$ cat src/rtl/alu14_pkg.sv
package alu14_pkg;
  localparam int INSN_W   = 14;
  localparam int DATA_W   = 8;
  localparam int FADDR_W  = 7;
  localparam int BSEL_W   = $clog2(DATA_W);
  localparam int NIB_W    = DATA_W / 2;
  localparam int TARGET_W = 11;

  typedef enum logic [4:0] {
    ALU_NOP, ALU_ADD, ALU_SUB, ALU_AND, ALU_IOR, ALU_XOR, ALU_COM,
    ALU_DEC, ALU_INC, ALU_PASS_OPND, ALU_PASS_W, ALU_ZERO, ALU_RL,
    ALU_RR, ALU_SWAP, ALU_BCLR, ALU_BSET, ALU_BTST
  } alu_op_e;

  typedef enum logic [2:0] {
    CTL_NONE = 3'd0, CTL_CALL = 3'd1, CTL_GOTO = 3'd2, CTL_RETURN = 3'd3,
    CTL_RETFIE = 3'd4, CTL_RETLW = 3'd5, CTL_SLEEP = 3'd6, CTL_CLRWDT = 3'd7
  } ctl_e;

  typedef enum logic [1:0] {
    SKIP_NEVER, SKIP_ZERO, SKIP_BIT_LO, SKIP_BIT_HI
  } skip_e;

  typedef struct packed {
    alu_op_e           op;
    logic              use_lit;
    logic              wr_w;
    logic              wr_f;
    logic              upd_c;
    logic              upd_dc;
    logic              upd_z;
    skip_e             skip;
    logic [BSEL_W-1:0] bitsel;
    ctl_e              ctl;
  } dec_t;
endpackage

$ cat src/rtl/alu14_decode.sv
module alu14_decode
  import alu14_pkg::*;
(
  input  logic [INSN_W-1:0] insn,
  output dec_t              dec
);
  always_comb begin
    dec        = '0;
    dec.op     = ALU_NOP;
    dec.skip   = SKIP_NEVER;
    dec.ctl    = CTL_NONE;
    dec.bitsel = insn[FADDR_W +: BSEL_W];
    unique case (insn[13:12])
      2'b00: begin
        dec.wr_w = ~insn[7];
        dec.wr_f = insn[7];
        case (insn[11:8])
          4'h7: begin dec.op = ALU_ADD; dec.upd_c = 1'b1; dec.upd_dc = 1'b1; dec.upd_z = 1'b1; end
          4'h2: begin dec.op = ALU_SUB; dec.upd_c = 1'b1; dec.upd_dc = 1'b1; dec.upd_z = 1'b1; end
          4'h5: begin dec.op = ALU_AND;       dec.upd_z = 1'b1; end
          4'h4: begin dec.op = ALU_IOR;       dec.upd_z = 1'b1; end
          4'h6: begin dec.op = ALU_XOR;       dec.upd_z = 1'b1; end
          4'h9: begin dec.op = ALU_COM;       dec.upd_z = 1'b1; end
          4'h3: begin dec.op = ALU_DEC;       dec.upd_z = 1'b1; end
          4'hA: begin dec.op = ALU_INC;       dec.upd_z = 1'b1; end
          4'h8: begin dec.op = ALU_PASS_OPND; dec.upd_z = 1'b1; end
          4'h1: begin dec.op = ALU_ZERO;      dec.upd_z = 1'b1; end
          4'hD: begin dec.op = ALU_RL;        dec.upd_c = 1'b1; end
          4'hC: begin dec.op = ALU_RR;        dec.upd_c = 1'b1; end
          4'hE: dec.op = ALU_SWAP;
          4'hB: begin dec.op = ALU_DEC; dec.skip = SKIP_ZERO; end
          4'hF: begin dec.op = ALU_INC; dec.skip = SKIP_ZERO; end
          default: begin
            // 0000: store W when d=1, otherwise system words or no-op
            if (insn[7]) begin
              dec.op = ALU_PASS_W;
            end else begin
              dec.wr_w = 1'b0;
              case (insn[6:0])
                7'h08:   dec.ctl = CTL_RETURN;
                7'h09:   dec.ctl = CTL_RETFIE;
                7'h63:   dec.ctl = CTL_SLEEP;
                7'h64:   dec.ctl = CTL_CLRWDT;
                default: dec.ctl = CTL_NONE;
              endcase
            end
          end
        endcase
      end
      2'b01: begin
        case (insn[11:10])
          2'b00: begin dec.op = ALU_BCLR; dec.wr_f = 1'b1; end
          2'b01: begin dec.op = ALU_BSET; dec.wr_f = 1'b1; end
          2'b10: begin dec.op = ALU_BTST; dec.skip = SKIP_BIT_LO; end
          default: begin dec.op = ALU_BTST; dec.skip = SKIP_BIT_HI; end
        endcase
      end
      2'b10: dec.ctl = insn[11] ? CTL_GOTO : CTL_CALL;
      default: begin
        dec.use_lit = 1'b1;
        casez (insn[11:8])
          4'b111?: begin dec.op = ALU_ADD; dec.wr_w = 1'b1; dec.upd_c = 1'b1; dec.upd_dc = 1'b1; dec.upd_z = 1'b1; end
          4'b110?: begin dec.op = ALU_SUB; dec.wr_w = 1'b1; dec.upd_c = 1'b1; dec.upd_dc = 1'b1; dec.upd_z = 1'b1; end
          4'b1001: begin dec.op = ALU_AND; dec.wr_w = 1'b1; dec.upd_z = 1'b1; end
          4'b1000: begin dec.op = ALU_IOR; dec.wr_w = 1'b1; dec.upd_z = 1'b1; end
          4'b1010: begin dec.op = ALU_XOR; dec.wr_w = 1'b1; dec.upd_z = 1'b1; end
          4'b00??: begin dec.op = ALU_PASS_OPND; dec.wr_w = 1'b1; end
          4'b01??: begin dec.op = ALU_PASS_OPND; dec.wr_w = 1'b1; dec.ctl = CTL_RETLW; end
          default: dec.op = ALU_NOP;
        endcase
      end
    endcase
  end
endmodule

$ cat src/rtl/alu14_datapath.sv
module alu14_datapath
  import alu14_pkg::*;
(
  input  alu_op_e           op,
  input  logic [DATA_W-1:0] opnd,
  input  logic [DATA_W-1:0] w,
  input  logic              c_in,
  input  logic [BSEL_W-1:0] bitsel,
  output logic [DATA_W-1:0] res,
  output logic              c_out,
  output logic              dc_out,
  output logic              z_out,
  output logic              bit_val
);
  logic [DATA_W:0]       sum;
  logic [NIB_W:0]        nib;
  logic [DATA_W-1:0]     addend;
  logic [DATA_W-1:0]     bmask;
  logic                  cin_arith;

  // subtraction is operand + ~W + 1; carry out is then "no borrow"
  assign cin_arith = (op == ALU_SUB);
  assign addend    = cin_arith ? ~w : w;
  assign sum       = {1'b0, opnd} + {1'b0, addend} + {{DATA_W{1'b0}}, cin_arith};
  assign nib       = {1'b0, opnd[NIB_W-1:0]} + {1'b0, addend[NIB_W-1:0]}
                   + {{NIB_W{1'b0}}, cin_arith};
  assign bmask     = {{(DATA_W-1){1'b0}}, 1'b1} << bitsel;
  assign bit_val   = opnd[bitsel];

  always_comb begin
    res    = opnd;
    c_out  = c_in;
    dc_out = nib[NIB_W];
    unique case (op)
      ALU_ADD, ALU_SUB: begin res = sum[DATA_W-1:0]; c_out = sum[DATA_W]; end
      ALU_AND:       res = opnd & w;
      ALU_IOR:       res = opnd | w;
      ALU_XOR:       res = opnd ^ w;
      ALU_COM:       res = ~opnd;
      ALU_DEC:       res = opnd - 1'b1;
      ALU_INC:       res = opnd + 1'b1;
      ALU_PASS_W:    res = w;
      ALU_ZERO:      res = '0;
      ALU_RL: begin res = {opnd[DATA_W-2:0], c_in}; c_out = opnd[DATA_W-1]; end
      ALU_RR: begin res = {c_in, opnd[DATA_W-1:1]}; c_out = opnd[0]; end
      ALU_SWAP:      res = {opnd[NIB_W-1:0], opnd[DATA_W-1:NIB_W]};
      ALU_BCLR:      res = opnd & ~bmask;
      ALU_BSET:      res = opnd | bmask;
      default:       res = opnd;
    endcase
  end

  assign z_out = (res == '0);
endmodule

$ cat src/rtl/alu14_exec.sv
module alu14_exec
  import alu14_pkg::*;
(
  input  logic                clk,
  input  logic                rst,
  input  logic                valid_in,
  input  logic [13:0]         instr,
  output logic [6:0]          f_addr,
  input  logic [7:0]          f_rdata,
  output logic [7:0]          w_q,
  output logic                c_q,
  output logic                dc_q,
  output logic                z_q,
  output logic                f_we,
  output logic [6:0]          f_waddr,
  output logic [7:0]          f_wdata,
  output logic                skip_req,
  output logic [2:0]          ctl_kind,
  output logic [10:0]         ctl_addr
);
  dec_t              dec;
  logic [DATA_W-1:0] opnd;
  logic [DATA_W-1:0] res;
  logic              c_n, dc_n, z_n, bit_val, skip_n;

  assign f_addr = instr[FADDR_W-1:0];
  assign opnd   = dec.use_lit ? instr[DATA_W-1:0] : f_rdata;

  alu14_decode u_dec (
    .insn (instr),
    .dec  (dec)
  );

  alu14_datapath u_dp (
    .op      (dec.op),
    .opnd    (opnd),
    .w       (w_q),
    .c_in    (c_q),
    .bitsel  (dec.bitsel),
    .res     (res),
    .c_out   (c_n),
    .dc_out  (dc_n),
    .z_out   (z_n),
    .bit_val (bit_val)
  );

  always_comb begin
    unique case (dec.skip)
      SKIP_ZERO:   skip_n = z_n;
      SKIP_BIT_LO: skip_n = ~bit_val;
      SKIP_BIT_HI: skip_n = bit_val;
      default:     skip_n = 1'b0;
    endcase
  end

  always_ff @(posedge clk) begin
    if (rst) begin
      w_q      <= '0;
      c_q      <= 1'b0;
      dc_q     <= 1'b0;
      z_q      <= 1'b0;
      f_we     <= 1'b0;
      f_waddr  <= '0;
      f_wdata  <= '0;
      skip_req <= 1'b0;
      ctl_kind <= CTL_NONE;
      ctl_addr <= '0;
    end else begin
      f_we     <= valid_in & dec.wr_f;
      skip_req <= valid_in & skip_n;
      ctl_kind <= valid_in ? dec.ctl : CTL_NONE;
      if (valid_in) begin
        f_waddr  <= instr[FADDR_W-1:0];
        f_wdata  <= res;
        ctl_addr <= instr[TARGET_W-1:0];
        if (dec.wr_w)   w_q  <= res;
        if (dec.upd_c)  c_q  <= c_n;
        if (dec.upd_dc) dc_q <= dc_n;
        if (dec.upd_z)  z_q  <= z_n;
      end
    end
  end
endmodule

$ cat config.mk
export PLATFORM = sky130hd
export DESIGN_NAME = alu14_exec
export DESIGN_NICKNAME = d
export VERILOG_FILES = /design/src/rtl/alu14_pkg.sv /design/src/rtl/alu14_decode.sv /design/src/rtl/alu14_datapath.sv /design/src/rtl/alu14_exec.sv
export SDC_FILE = /design/constraint.sdc
export NUM_CORES = 1
export LEC_CHECK = 0
export ABC_AREA = 1
export CORE_MARGIN = 2
export CORE_UTILIZATION = 40
export DETAILED_ROUTE_END_ITERATION = 6
export PLACE_DENSITY_LB_ADDON = 0.25
export SLEW_MARGIN = 20
export SYNTH_ARGS = -nofsm -noshare
export SYNTH_HDL_FRONTEND = slang
export SYNTH_SLANG_ARGS = --single-unit
$ cat constraint.sdc
create_clock -name clk -period 8.4 [get_ports clk]
set_input_delay 1.68 -clock clk [delete_from_list [all_inputs] [get_ports clk]]
set_output_delay 1.68 -clock clk [all_outputs]
set_load 0.01 [all_outputs]
==> results by group <==
Hold path
  • WHS Path Cells: 2
  • Hold Crit Class: reg -> reg
  • Hold path start: f_wdata[1]
  • Worst Hold End: f_wdata[1]

Routing
  • WL per Instance: 17.5 um
  • Total number of vias: 4,640
  • Iteration-0 DRC count of the detailed router: 267
  • DRC Markers: 0
  • Antenna viol nets, final: 0
  • Via density: 5.50
  • Drt pass-1 iters: 6
  • Post-Route WL: 14.7 mm

Global route
  • Remaining global-route overflow: 0
  • Largest net degree at the start of global routing: 42
  • First-pass GRT wire length: 23.2 mm
  • Gr usage total: 28.9%
  • Antenna violations before repair: 0
  • Vias in the first global route: 4,428

Logic synthesis
  • Syn_nets: 704
  • Ranking of synthesized cells by area: dfxtp_1, nand2_1, nor2_1
  • Cell taking the most area after synthesis: dfxtp_1
  • Synthesis-stage register bit count: 35
  • Synth unique cells: 45
  • Post-synthesis sequential area ratio: 18.1%
  • Top cell type's share of synthesized area: 18.1%
  • Syn avg cell area: 5.83 um2
  • Post-Syn Instances: 664
  • Synth warn: 0
  • Cell area after synthesis: 3870 um2

STA
  • Final worst setup slack: 2560 ps
  • Actual slew at the worst max-slew pin: 713 ps
  • WHS: 485 ps
  • Final period util: 69.6%
  • Slew headroom: 52.2%
  • Final Skew: 11.1 ps
  • RSZ-0062 raised after global routing: no
  • Final TNS setup: 0 ps
  • Fmax: 171 MHz
  • Final Hold Viols: 0
  • Min Clock Period, post-route: 5840 ps
  • Finish-stage setup viols: 0
  • Max Slew Vio Count: 0

Pwr
  • Int Pwr: 384 uW
  • Sw Ratio: 40.7%
  • Logic gate share of total power: 45.7%
  • Clk network pwr share: 24.7%
  • Switching power: 263 uW
  • Share of power burned in registers: 29.6%
  • Pwr Density: 138 nW/um2
  • Worst VDD drop: 0.0000793 V
  • Leakage power: 0.00217 uW

Floorplan
  • Initial core utilization: 41.5%
  • Die Ht: 102 um
  • Cell Rows: 35
  • Core area: 9330 um2
  • Die Footprint: 10,500 um2
  • Die width: 102 um
  • I/O pins: 74

Clocking
  • CTS Buffer Depth: 2
  • Post-cts sizing count: 0
  • H-tree depth: 2
  • Clock latency on the worst-skew pair: 290 ps
  • Post-CTS Setup Bufs: 0
  • Root Buffer Master: clkbuf_8
  • CTS tree: yes
  • # hold bufs at CTS: 0
  • Sink Count: 35
  • Total CTS buffers: 5
  • Clock transition at path regs: 70 ps

Finish
  • P&R area growth vs syn: 21.2%
  • # fillers: 975
  • # nets final: 754
  • Share of cells above drive strength 1: 6.57%
  • Diode count: 0

Job
  • Max-cap violations: 0

Critical path
  • CP endpoint kind: flip-flop
  • CP max FO: 11
  • CP Launch Type: input pin
  • Worst R2R Start: w_q[3]
  • Setup CP Type: in -> reg
  • Reg-to-reg endpoint: skip_req
  • Reg2Reg Depth: 18
  • CP Data Arrival Time: 6060 ps
  • Worst path required time: 8620 ps
  • FF-to-FF setup slack: 5570 ps

Placement
  • Pre-CTS setup slack: 2280 ps
  • Post-DP HPWL: 11.8 mm
  • IO buf count: 73
  • Final RePlAce weighted congestion: 1.01

Status
  • Status: finished clean
cells in the final DEF (no fill, tap or decap), types with 11 or more instances in the layout:
cell             count
dfxtp_1             35
o21ai_0             40
a21oi_1             46
o21ai_1             11
clkdlybuf4s50_1     73
o211ai_1            13
ha_1                13
nand3_1             51
nor2_1              83
inv_1               74
inv_2               15
nand2_1            160
xor2_1              17
synthesized netlist by cell type, drive strengths merged:
cell       n
a211oi     3
a21boi     2
a21o       1
a21oi     47
a22oi      4
a31oi      2
a41oi      1
buf       23
clkbuf     8
clkinv     2
dfxtp     35
fa         2
ha        13
inv       89
nand2    165
nand3     53
nand3b     4
nand4      9
nor2      88
nor3       7
nor4       3
o2111ai    1
o211ai    13
o21a       1
o21ai     56
o221ai     2
o22ai      2
o31ai      1
o41ai      2
or2        7
xnor2      1
xor2      17
kinds of logic (layout without fill, tap and decap cells):
kind of cell | Yosys count | after routing | share of synthesized area [%]
and+or+nand+nor | 336 | 336 | 37.9
AOI/OAI and AO/OA | 138 | 138 | 20.8
buffers and inverters | 122 | 173 | 13.9
DFF | 35 | 35 | 18.1
xor gates and xnor gates | 18 | 18 | 4.08
adders and majority gates | 15 | 15 | 5.24
power by group through the flow:
stage	combinational, uW	sequential, uW	clock [uW]
after CTS	293	191	162
after global placement	290	195	0
after global routing	329	193	168
after detailed placement	292	195	0
after floorplan	188	197	0
final	296	192	160
metrics by stage:
stage                     utilization [%]  power, uW  std cells  area [um2]
after floorplan                         -        385        664        3870
after global placement               49.0        485        836        4570
after detailed placement             49.0        487        836        4570
after CTS                            50.3        646        844        4690
after global routing                 50.3        690        844        4690
final                                50.3        648        844        4690
layout make-up:
cell class,count,area [um2],share of cell area (%)
clock inverter,2,35.0,0.747
tap,129,161,3.44
sequential,35,701,14.9
clock buffer,6,82.6,1.76
multi-input combinational,507,2630,56.1
timing repair buffer,74,738,15.7
inverter,91,342,7.29
per-layer routing:
metal / GRT usage (%) / up-vias / part of all wire [%]
met1: 36.6 / 2146 / 43
met3: 4.65 / 36 / 6.2
met4: 11.1 / 0 / 3.1
li1: - / 2261 / -
met5: 0 / - / 0
met2: 49.2 / 197 / 48
worst max-delay path, stage by stage:
cell and delay [ps]:
clkdlybuf4s50_1 740, inv_1 210, nand2_1 140, nor2_1 60, nor2_1 100, nand2_1 50
nand2_1 90, nand3_2 130, nor2_1 320, nand2_1 320, xor2_1 270, fa_1 460
nand3_1 90, nand2_1 90, a21oi_1 170, o211ai_1 100, nand2_1 80, nor2_1 40
nor2_1 100, nand3_1 70, nor2_1 110, nand2_1 60, nand2_1 90, nand3_1 70
nor2_1 150, nand4_1 100, a21oi_1 140
flip-flops by register name, summed over array words and instances, names as in the netlist, 3 cells and up:
name and count:
f_wdata 8, w_q 8, f_waddr 6, ctl_addr 5, ctl_kind 3
worst max path at each step:
| stage | start | end |
|---|---|---|
| finish | instr[8] | skip_req |
| global route | instr[8] | skip_req |
| CTS | instr[8] | skip_req |
| detailed placement | instr[8] | skip_req |
| global placement | instr[8] | skip_req |
| floorplan | instr[11] | skip_req |
No activity file was read; power rests on OpenSTA's default activity.
